--- config.mk ---
export PLATFORM = sky130hd
export DESIGN_NAME = extline_ctrl
export DESIGN_NICKNAME = d
export VERILOG_FILES = /design/src/rtl/extline_pkg.sv /design/src/rtl/extline_sync.sv /design/src/rtl/extline_edge.sv /design/src/rtl/extline_regs.sv /design/src/rtl/extline_ctrl.sv
export SDC_FILE = /design/constraint.sdc
export NUM_CORES = 1
export LEC_CHECK = 0
export ABC_AREA = 1
export BUFFER_PORTS_ARGS = -buffer_cell sky130_fd_sc_hd__buf_2
export CORE_MARGIN = 5
export CORE_UTILIZATION = 63
export DETAILED_ROUTE_END_ITERATION = 10
export PLACE_DENSITY_LB_ADDON = 0.08
export SYNTH_ARGS = -nofsm -noshare
export SYNTH_HDL_FRONTEND = slang
export SYNTH_SLANG_ARGS = --single-unit
--- constraint.sdc ---
create_clock -name clk_i -period 2.65 [get_ports clk_i]
set_input_delay 0.1325 -clock clk_i [delete_from_list [all_inputs] [get_ports clk_i]]
set_output_delay 0.1325 -clock clk_i [all_outputs]
set_load 0.005 [all_outputs]
--- src/rtl/extline_pkg.sv ---
package extline_pkg;
  localparam int unsigned ADDR_W = 3;

  typedef enum logic [ADDR_W-1:0] {
    REG_RISE   = 3'd0,
    REG_FALL   = 3'd1,
    REG_SWTRIG = 3'd2,
    REG_IRQEN  = 3'd3,
    REG_EVTEN  = 3'd4,
    REG_PEND   = 3'd5
  } reg_addr_e;
endpackage

--- src/rtl/extline_sync.sv ---
module extline_sync #(
  parameter int unsigned N      = 23,
  parameter int unsigned STAGES = 2
) (
  input  logic         clk_i,
  input  logic         rst_ni,
  input  logic [N-1:0] async_i,
  output logic [N-1:0] level_o,
  output logic [N-1:0] prev_o
);
  // STAGES synchroniser flops plus one history flop per line
  for (genvar g = 0; g < N; g++) begin : g_line
    logic [STAGES:0] chain_q;
    always_ff @(posedge clk_i or negedge rst_ni) begin
      if (!rst_ni) chain_q <= '0;
      else         chain_q <= {chain_q[STAGES-1:0], async_i[g]};
    end
    assign level_o[g] = chain_q[STAGES-1];
    assign prev_o[g]  = chain_q[STAGES];
  end
endmodule

--- src/rtl/extline_edge.sv ---
module extline_edge #(
  parameter int unsigned N = 23
) (
  input  logic [N-1:0] level_i,
  input  logic [N-1:0] prev_i,
  input  logic [N-1:0] rise_en_i,
  input  logic [N-1:0] fall_en_i,
  output logic [N-1:0] hit_o
);
  for (genvar g = 0; g < N; g++) begin : g_line
    logic rise, fall;
    assign rise     = level_i[g] & ~prev_i[g];
    assign fall     = ~level_i[g] & prev_i[g];
    assign hit_o[g] = (rise & rise_en_i[g]) | (fall & fall_en_i[g]);
  end
endmodule

--- src/rtl/extline_regs.sv ---
module extline_regs
  import extline_pkg::*;
#(
  parameter int unsigned N = 23
) (
  input  logic              clk_i,
  input  logic              rst_ni,
  input  logic              req_i,
  input  logic              we_i,
  input  logic [ADDR_W-1:0] addr_i,
  input  logic [N-1:0]      wdata_i,
  input  logic [N-1:0]      hw_hit_i,
  output logic [N-1:0]      rdata_o,
  output logic [N-1:0]      rise_en_o,
  output logic [N-1:0]      fall_en_o,
  output logic [N-1:0]      irq_o,
  output logic [N-1:0]      evt_o
);
  logic [N-1:0] rise_q, fall_q, swi_q, irq_en_q, evt_en_q, pend_q, evt_q;
  logic [N-1:0] pol_chg, clr, sw_hit, trig;
  logic         wr, wr_rise, wr_fall, wr_sw, wr_irqen, wr_evten, wr_pend;

  assign wr       = req_i & we_i;
  assign wr_rise  = wr && (addr_i == REG_RISE);
  assign wr_fall  = wr && (addr_i == REG_FALL);
  assign wr_sw    = wr && (addr_i == REG_SWTRIG);
  assign wr_irqen = wr && (addr_i == REG_IRQEN);
  assign wr_evten = wr && (addr_i == REG_EVTEN);
  assign wr_pend  = wr && (addr_i == REG_PEND);

  // polarity change on a line drops its pending flag
  assign pol_chg = (wr_rise ? (wdata_i ^ rise_q) : '0)
                 | (wr_fall ? (wdata_i ^ fall_q) : '0);
  assign clr     = (wr_pend ? wdata_i : '0) | pol_chg;
  assign sw_hit  = wr_sw ? (wdata_i & ~swi_q) : '0;
  assign trig    = hw_hit_i | sw_hit;

  always_ff @(posedge clk_i or negedge rst_ni) begin
    if (!rst_ni) begin
      rise_q   <= '0;
      fall_q   <= '0;
      irq_en_q <= '0;
      evt_en_q <= '0;
      swi_q    <= '0;
      pend_q   <= '0;
      evt_q    <= '0;
    end else begin
      if (wr_rise)  rise_q   <= wdata_i;
      if (wr_fall)  fall_q   <= wdata_i;
      if (wr_irqen) irq_en_q <= wdata_i;
      if (wr_evten) evt_en_q <= wdata_i;
      swi_q  <= (swi_q & ~clr) | sw_hit;
      pend_q <= (pend_q & ~clr) | (trig & irq_en_q); // set wins
      evt_q  <= trig & evt_en_q;
    end
  end

  always_comb begin
    unique case (addr_i)
      REG_RISE:   rdata_o = rise_q;
      REG_FALL:   rdata_o = fall_q;
      REG_SWTRIG: rdata_o = swi_q;
      REG_IRQEN:  rdata_o = irq_en_q;
      REG_EVTEN:  rdata_o = evt_en_q;
      REG_PEND:   rdata_o = pend_q;
      default:    rdata_o = '0;
    endcase
  end

  assign rise_en_o = rise_q;
  assign fall_en_o = fall_q;
  assign irq_o     = pend_q;
  assign evt_o     = evt_q;

  p_pend_sticky_r6: assert property (@(posedge clk_i) disable iff (!rst_ni)
    (!wr_pend && !wr_rise && !wr_fall) |=> ((pend_q & $past(pend_q)) == $past(pend_q)));

  p_pend_needs_irqen_r4: assert property (@(posedge clk_i) disable iff (!rst_ni)
    1'b1 |=> ((pend_q & ~$past(pend_q) & ~$past(irq_en_q)) == '0));

  p_evt_needs_evten_r5: assert property (@(posedge clk_i) disable iff (!rst_ni)
    1'b1 |=> ((evt_q & ~$past(evt_en_q)) == '0));

  p_swi_holds_r8: assert property (@(posedge clk_i) disable iff (!rst_ni)
    (!wr_pend && !wr_rise && !wr_fall) |=> ((swi_q & $past(swi_q)) == $past(swi_q)));

  p_no_stray_evt_r11: assert property (@(posedge clk_i) disable iff (!rst_ni)
    (hw_hit_i == '0 && !wr_sw) |=> (evt_q == '0));
endmodule

--- src/rtl/extline_ctrl.sv ---
module extline_ctrl
  import extline_pkg::*;
#(
  parameter int unsigned NUM_LINES   = 23,
  parameter int unsigned SYNC_STAGES = 2
) (
  input  logic                 clk_i,
  input  logic                 rst_ni,
  input  logic [NUM_LINES-1:0] line_i,
  input  logic                 reg_req_i,
  input  logic                 reg_we_i,
  input  logic [ADDR_W-1:0]    reg_addr_i,
  input  logic [NUM_LINES-1:0] reg_wdata_i,
  output logic [NUM_LINES-1:0] reg_rdata_o,
  output logic [NUM_LINES-1:0] irq_o,
  output logic [NUM_LINES-1:0] evt_o
);
  logic [NUM_LINES-1:0] level, prev, hit, rise_en, fall_en;

  extline_sync #(.N(NUM_LINES), .STAGES(SYNC_STAGES)) u_sync (
    .clk_i   (clk_i),
    .rst_ni  (rst_ni),
    .async_i (line_i),
    .level_o (level),
    .prev_o  (prev)
  );

  extline_edge #(.N(NUM_LINES)) u_edge (
    .level_i   (level),
    .prev_i    (prev),
    .rise_en_i (rise_en),
    .fall_en_i (fall_en),
    .hit_o     (hit)
  );

  extline_regs #(.N(NUM_LINES)) u_regs (
    .clk_i     (clk_i),
    .rst_ni    (rst_ni),
    .req_i     (reg_req_i),
    .we_i      (reg_we_i),
    .addr_i    (reg_addr_i),
    .wdata_i   (reg_wdata_i),
    .hw_hit_i  (hit),
    .rdata_o   (reg_rdata_o),
    .rise_en_o (rise_en),
    .fall_en_o (fall_en),
    .irq_o     (irq_o),
    .evt_o     (evt_o)
  );
endmodule

# Word level (Yosys, flattened, before mapping)
# Index checks and enable logic that the tools add are counted.
# op_classes
n_eq_ne	5
mux	5
bitwise_logic	176
reduce_logical	7
# op_table
cell	n
$pmux 23 s6	1
$and 23x23->23	5
$or 23x23->23	5
$and 1x1->1	93
$mux 23	4
$not 1->1	46
$not 23->23	2
$xor 23x23->23	2
$or 1x1->1	23
$eq 3x2->1 const B	2
$eq 3x3->1 const B	2
$logic_and 1x1->1	6
$eq 3x1->1 const B	1
$logic_not 3->1	1
# totals
regBits	230
inputBits	53
output_inout_bits	69
elab_cells	223

# Depth between registers and ports, before layout
# Gate-level depths: netlist of run 1.
# logic_depth
word_depth	8
ltp_mapped	9
mapped_depth_nobuf	7

# By module
# A second synthesis of run 1 with hierarchy kept.
# hier_totals
hier_cells	1292
hier_area_um2	10617.7
# modules_own_cells
module	instances	cells_per_inst	area_each_um2
extline_regs	1	1062	8056.5
extline_sync	1	115	2072.0
extline_edge	1	115	489.2

# Least setup slack after synthesis of run 1
# No wires, ideal clock.
# synth_path
path_type	input-to-reg
startpoint	input reg_addr_i[2]
endpoint	register u_regs.pend_q[10], in the netlist u_regs.irq_o[10]
arrival_time_ps	973
required_time_ps	2532
path_slack_ps	1559
cell_stages	8
cell_sequence	buf_6 clkinv_2 nand3_2 nor2_4 buf_2 nand2_1 nand4_1 nand2_1
# synth_between
elab_chain_len	8
word_cells_on_any_way	19
classes_between	3 x eq/ne; 4 x mux; 7 x bitwise; 5 x reduce/logical
# synth_rtl
item	line	text
start: declaration	extline_ctrl.sv:12	input logic [ADDR_W-1:0] reg_addr_i,
$eq 3x1->1 or $logic_not 3->1 (tied branches)	extline_regs.sv:25, extline_regs.sv:24	
$logic_and 1x1->1, on equally long branches	extline_regs.sv:25, extline_regs.sv:24	
$mux 23, on equally long branches	extline_regs.sv:33, extline_regs.sv:32	
$or 23x23->23	extline_regs.sv:33	| (wr_fall ? (wdata_i ^ fall_q) : '0);
$or 23x23->23	extline_regs.sv:34	assign clr = (wr_pend ? wdata_i : '0) | pol_chg;
$not 23->23	extline_regs.sv:53	pend_q <= (pend_q & ~clr) | (trig & irq_en_q);
$and 23x23->23	extline_regs.sv:53	
$or 23x23->23 (*)	extline_regs.sv:53	
end signal: assignment	extline_regs.sv:53	
end: declaration	extline_regs.sv:19	logic [N-1:0] rise_q, fall_q, swi_q, irq_en_q, evt_en_q, pend_q, evt_q;
# Mark *: on every way between the ends. The rest lies on a longest branch, timed or not.
# A chain may end at the register's enable or synchronous reset.

# Worst setup path in the final report of run 1
# layout_path
startpoint	input reg_addr_i[1]
endpoint	output reg_rdata_o[19]
# layout_between
elab_chain_len	2
word_cells_on_any_way	7
classes_between	5 x eq/ne; 1 x mux; 1 x reduce/logical
# layout_rtl
item	line	text
$eq 3x3->1, or another cell as far along	extline_regs.sv:59	unique case (addr_i)
$pmux 23 s6 (*)	extline_regs.sv:59	
end: declaration	extline_ctrl.sv:14	output logic [NUM_LINES-1:0] reg_rdata_o,
# Marks and branches as above.

==> results.sh, run 1 <==
export IMPL_clk_pin_slew_ns=0.06
export IMPL_cts_htree_levels=1
export IMPL_reg2reg_depth=6
export IMPL_fin_tns_setup_ns=0
export IMPL_yosys_warnings=0
export IMPL_diodes=0
export IMPL_layout_common_cells="nand2_1 (359), dfrtp_1 (230), inv_1 (147), buf_2 (120), o21ai_0 (104)"
export IMPL_finalPower_mw=9.90
export IMPL_drtIter0Drc=806
export IMPL_post_cts_resized=0
export IMPL_ir_drop_mv=0.579
export IMPL_ant_nets=0
export IMPL_reg2reg_to="u_regs.irq_o[11]"
export IMPL_hold_ws_ns=0.109
export IMPL_drive_gt1_share_pct=15.4
export IMPL_synthesis_nets=1256
export IMPL_grt_ovfl_total=0
export IMPL_maxSlewHeadroom_pct=43.8
export IMPL_antenna_found_initial=1
export IMPL_grt_pass1_wl_um=44600
export IMPL_maxCapViolations=0
export IMPL_fillers=1164
export IMPL_portBuffers=121
export IMPL_die_x_um=139
export IMPL_synth_edf_count=0
export IMPL_synth_main_ff_cell="dfrtp_1"
export IMPL_hold_viol_final=0
export IMPL_wirelength_um=26900
export IMPL_cts_buffers_inserted=25
export IMPL_netlist_area_um2=10400
export IMPL_hp_class="in2reg"
export IMPL_critPathRequiredTime_ns=2.52
export IMPL_vias_per_cell=5.49
export IMPL_gp_congestion=0.888
export IMPL_fin_crit_ns=1.78
export IMPL_yosysSeqAreaShare_pct=55.2
export IMPL_postLayoutCoreUtil_pct=76.3
export IMPL_setup_violations=0
export IMPL_setup_ws_ns=0.866
export IMPL_critPathCaptureType="primary output"
export IMPL_outcome="finished, final reports clean"
export IMPL_holdPathEnd="u_regs.swi_q[3]"
export IMPL_grt_max_degree=90
export IMPL_worstHoldStart="reg_addr_i[1]"
export IMPL_syn_area_per_cell_um2=8.66
export IMPL_tightest_slew_ns=0.840
export IMPL_whs_path_depth=5
export IMPL_fin_nets=1432
export IMPL_p_leak_nw=6.29
export IMPL_preCtsSetupSlack_ns=0.828
export IMPL_ys_seq_elements=230
export IMPL_std_cell_rows=47
export IMPL_worstSetupPathType="in2out"
export IMPL_initial_core_util_pct=63.5
export IMPL_fmax_ghz=0.561
export IMPL_cts_buffer_depth=3
export IMPL_cp_max_fo=12
export IMPL_cts_tree="yes"
export IMPL_grt_pass1_vias=8735
export IMPL_synthArstFlopShare_pct=100
export IMPL_cts_sinks=230
export IMPL_r2r_slack_ns=1.54
export IMPL_cts_setup_buffers=0
export IMPL_worstSetupStartpointType="primary input"
export IMPL_die_area_um2=19200
export IMPL_synthDistinctLibCells=27
export IMPL_layout_commonest_cell="nand2_1"
export IMPL_vias=8853
export IMPL_design_core_area_um2=16400
export IMPL_cts_root_buf="clkbuf_16"
export IMPL_wl_per_cell_um=16.7
export IMPL_rsz0062_at_grt="false"
export IMPL_fp_dieH_um=139
export IMPL_grt_use_total_pct=28.2
export IMPL_clkLatencyLatePin_ns=0.51
export IMPL_r2r_start="u_regs.rise_en_o[11]"
export IMPL_crit_arrival_ns=1.65
export IMPL_netlist_instances=1203
export IMPL_area_growth_pct=20.1
export IMPL_pin_count=122
export IMPL_slew_violations=0
export IMPL_firstDrtPassIters=5
export IMPL_startpoint="reg_addr_i[1]"
export IMPL_hpwl_um=16500
export IMPL_skew_ns=0.0151
export IMPL_finalCritPeriodShare_pct=67.3
export IMPL_drc=0
export IMPL_p_per_area_nw_per_um2=791
==> power by group <==
part / internal (mW) / leakage, nW / switching [mW] / total, mW
Sequential: 4.15 / 2.83 / 0.539 / 4.69
Combinational: 0.804 / 3.07 / 1.10 / 1.91
Clock: 1.96 / 0.384 / 1.34 / 3.30
Total: 6.92 / 6.29 / 2.99 / 9.90
==> final cells by class <==
| cell class | count | area, um^2 | share of cell area, % |
|---|---|---|---|
| multi-input combinational | 781 | 3870 | 30.9 |
| clock buffer | 35 | 713 | 5.70 |
| timing repair buffer | 189 | 1270 | 10.1 |
| sequential | 230 | 5760 | 46.0 |
| inverter | 152 | 572 | 4.57 |
| clock inverter | 6 | 62.6 | 0.500 |
| tap | 220 | 275 | 2.20 |
==> routing by layer <==
layer | vias up | GRT usage, % | part of all wire [%]
met1 | 4176 | 38.3 | 41
met3 | 86 | 4.86 | 7.0
li1 | 4216 | - | -
met4 | 2 | 9.88 | 3.3
met5 | - | 0 | 0.048
met2 | 373 | 46.5 | 48
==> metrics by stage <==
stage	instance area, um^2	instances
after global routing	12500	1613
after floorplan	10400	1203
after CTS	12500	1613
final	12500	1613
after detailed placement	11300	1525
after global placement	11300	1525
==> cells by family (layout without fill, tap and decap cells) <==
group | Yosys count | in the layout | share of synthesized area (%)
XOR/XNOR | 23 | 23 | 1.93
AO/OA/AOI/OAI | 206 | 206 | 10.4
flip-flops | 230 | 230 | 55.2
buffers and inverters | 192 | 382 | 7.63
AND/OR/NAND/NOR | 552 | 552 | 24.8
==> cells in the mapped netlist (4+ instances only) <==
library cell	count	area share, %
a21oi_1	63	3.0
buf_2	19	0.91
clkbuf_1	13	0.47
dfrtp_1	230	55
inv_1	147	5.3
inv_2	4	0.14
nand2_1	359	13
nand3_1	27	1.3
nand3_4	21	3.5
nand3b_1	6	0.43
nand4_1	47	2.8
nor2_1	82	3.0
o21ai_0	104	5.0
o22ai_1	34	2.0
xor2_1	23	1.9
==> how the worst max path moves through the flow <==
| stage | end | cells after the start |
|---|---|---|
| 2_1_floorplan | u_regs.irq_o[10] | 8 |
| 3_3_place_gp | reg_rdata_o[19] | 7 |
| 3_5_place_dp | u_regs.irq_o[19] | 8 |
| 4_1_cts | reg_rdata_o[19] | 7 |
| 5_1_grt | reg_rdata_o[19] | 7 |
| 6_report | reg_rdata_o[19] | 7 |
==> registers in the layout, summed over array words and instances (netlist names) <==
name / cells
u_sync.g_line.chain_q: 69
u_regs.irq_o: 23
u_regs.fall_en_o: 23
u_regs.evt_en_q: 23
u_regs.swi_q: 23
u_regs.irq_en_q: 23
u_regs.rise_en_o: 23
u_regs.evt_o: 23
==> critical path: stages <==
cell and delay, ns:
buf_2 0.13, nor2_1 0.21, nand2_1 0.49, o22ai_1 0.34
inv_1 0.07, nand3b_1 0.13, buf_2 0.14
==> what timing repair did <==
action | in CTS | in global routing
setup endpoints to repair | 0 | 0
hold buffers | 47 | 0
endpoints found under the hold margin | 183 | 0
Note: power is estimated with default switching activity, not from simulation.
==> inputs of run 2 (changes only) <==
CORE_UTILIZATION = 53   (was 63)
clock period = 1.6 ns   (was 2.65 ns; I/O delays follow)
==> run 2 against run 1 <==
  * First-iteration DRC count decreased by 22%
  * Global-route usage shrank 3.5 points
  * Clock skew down 0.0072 ns
  * Setup slack got worse by 0.86 ns
  * Via count decreased by 0.67%
==> results.sh, run 2 (synthesized netlist as in run 1, its figures left out) <==
export IMPL_worstSetupPathType="reg2out"
export IMPL_tightest_slew_ns=0.368
export IMPL_drtIter0Drc=625
export IMPL_diodes=0
export IMPL_antenna_found_initial=0
export IMPL_p_per_area_nw_per_um2=1340
export IMPL_cts_tree="yes"
export IMPL_grt_use_total_pct=24.7
export IMPL_hp_class="in2async"
export IMPL_wl_per_cell_um=16.2
export IMPL_fin_area_um2=13000
export IMPL_p_switching_mw=5.07
export IMPL_rsz0062_at_grt="true"
export IMPL_pin_count=122
export IMPL_hpwl_um=17700
export IMPL_p_leak_nw=6.52
export IMPL_cts_htree_levels=1
export IMPL_layout_common_cells="nand2_1 (359), dfrtp_1 (230), inv_1 (133), buf_2 (120), o21ai_0 (102)"
export IMPL_vias_per_cell=5.21
export IMPL_ant_nets=0
export IMPL_hold_viol_final=0
export IMPL_final_cells=1687
export IMPL_crit_arrival_ns=1.52
export IMPL_cp_max_fo=4
export IMPL_fillers=1652
export IMPL_regArea_um2=5760
export IMPL_setup_ws_ns=0.00393
export IMPL_fin_crit_ns=1.60
export IMPL_postLayoutCoreUtil_pct=67.2
export IMPL_preCtsSetupSlack_ns=0.174
export IMPL_power_share_clock_pct=36.7
export IMPL_fp_dieH_um=150
export IMPL_placed_cell_area_um2=11500
export IMPL_setup_violations=0
export IMPL_worstSetupStartpointType="flop"
export IMPL_drc=0
export IMPL_area_growth_pct=25.1
export IMPL_regMostFlops="u_sync.g_line.chain_q"
export IMPL_fin_nets=1455
export IMPL_vias=8794
export IMPL_grt_pass1_vias=8601
export IMPL_layout_commonest_cell="nand2_1"
export IMPL_cts_sinks=230
export IMPL_die_x_um=150
export IMPL_p_int_mw=12.4
export IMPL_clk_pin_slew_ns=0.06
export IMPL_wirelength_um=27300
export IMPL_initial_core_util_pct=53.7
export IMPL_design_core_area_um2=19400
export IMPL_grt_max_degree=68
export IMPL_outcome="finished, final reports clean"
export IMPL_critPathRequiredTime_ns=1.52
export IMPL_std_cell_rows=51
export IMPL_cts_buffer_depth=3
export IMPL_largest_register_ffs=69
export IMPL_cts_buffers_inserted=26
export IMPL_ir_drop_mv=0.993
export IMPL_drive_gt1_share_pct=18.3
export IMPL_slew_violations=0
export IMPL_grt_pass1_wl_um=44500
export IMPL_hold_ws_ns=0.0571
export IMPL_die_area_um2=22600
export IMPL_pwr_share_comb_pct=19.1
export IMPL_grt_ovfl_total=0
export IMPL_cts_root_buf="clkbuf_16"
export IMPL_clkLatencyLatePin_ns=0.52
export IMPL_fmax_ghz=0.627
export IMPL_multi_input_area_um2=3870
export IMPL_gp_congestion=0.872
export IMPL_finalCritPeriodShare_pct=99.8
export IMPL_seq_power_share_pct=44.2
export IMPL_skew_ns=0.00787
export IMPL_swShare_pct=29.0
export IMPL_maxSlewHeadroom_pct=75.5
export IMPL_critPathCaptureType="primary output"
export IMPL_dp_cells=1581
export IMPL_firstDrtPassIters=5
export IMPL_maxCapViolations=0
export IMPL_portBuffers=121
## run 2: cell types whose count changed in the layout (fill, tap and decap cells not counted), sizes merged
| cell | change |
|---|---|
| buf | +22 |
| clkinv | +1 |
| bufinv | +3 |
| clkbuf | +3 |
## run 2: area by class of cell
class / instances / area share [%]
Sequential cell: 230 / 44.2
Multi-Input combinational cell: 781 / 29.7
Timing Repair Buffer: 211 / 11.9
Clock buffer: 38 / 6.12
Inverter: 152 / 4.39
Tap cell: 265 / 2.54
Clock inverter: 10 / 1.18
## run 2: timing repair
| item | in CTS | in global routing |
|---|---|---|
| pin swaps | 1 | 4 |
| buffers inserted | 1 | 10 |
| gates resized for setup | 1 | 16 |
| endpoints found under the setup margin | 2 | 12 |
| endpoints found under the hold margin | 413 | 0 |
| hold buffers | 47 | 0 |
## run 2: metrics by stage
stage               power, mW  TNS (ns)
floorplan                9.48         0
global placement         10.8         0
detailed placement       10.9         0
CTS                      17.5         0
global route             18.5   -0.0253
finish                   17.5         0
## run 2: final timing paths
path	from	to	slack [ns]	depth (start not counted)
max	u_regs.rise_en_o[14]	reg_rdata_o[14]	0.004	5
min	rst_ni	u_regs.irq_en_q[3]	0.06	2
max reg2reg	u_regs.rise_en_o[15]	u_regs.irq_o[15]	0.32	8
min reg2reg	u_sync.g_line[21].chain_q[0]	u_sync.g_line[21].chain_q[1]	0.34	0
max in group asynchronous	rst_ni	u_regs.rise_en_o[19]	0.87	3
min in group clk_i	reg_addr_i[2]	u_regs.irq_o[22]	0.15	6
## run 2: routing by layer
layer / GRT usage [%] / vias up / wire length [um]
met4: 7.41 / 0 / 716
li1: - / 4282 / -
met3: 3.04 / 52 / 1540
met5: 0 / - / 0
met1: 34.4 / 4178 / 12000
met2: 41.0 / 282 / 13000
## run 2: power by group through the flow
stage	combinational [mW]	clock [mW]	sequential (mW)
after floorplan	1.88	0	7.60
after global placement	3.04	0	7.80
after detailed placement	3.12	0	7.79
after CTS	3.24	6.55	7.72
after global routing	3.82	6.80	7.87
final	3.35	6.43	7.73
## run 2: worst max-delay path, cell delays in order (launching register included)
cell and delay, ns:
dfrtp_1 0.39, inv_2 0.07, o22ai_2 0.22, inv_1 0.06
nand3b_1 0.12, buf_2 0.13
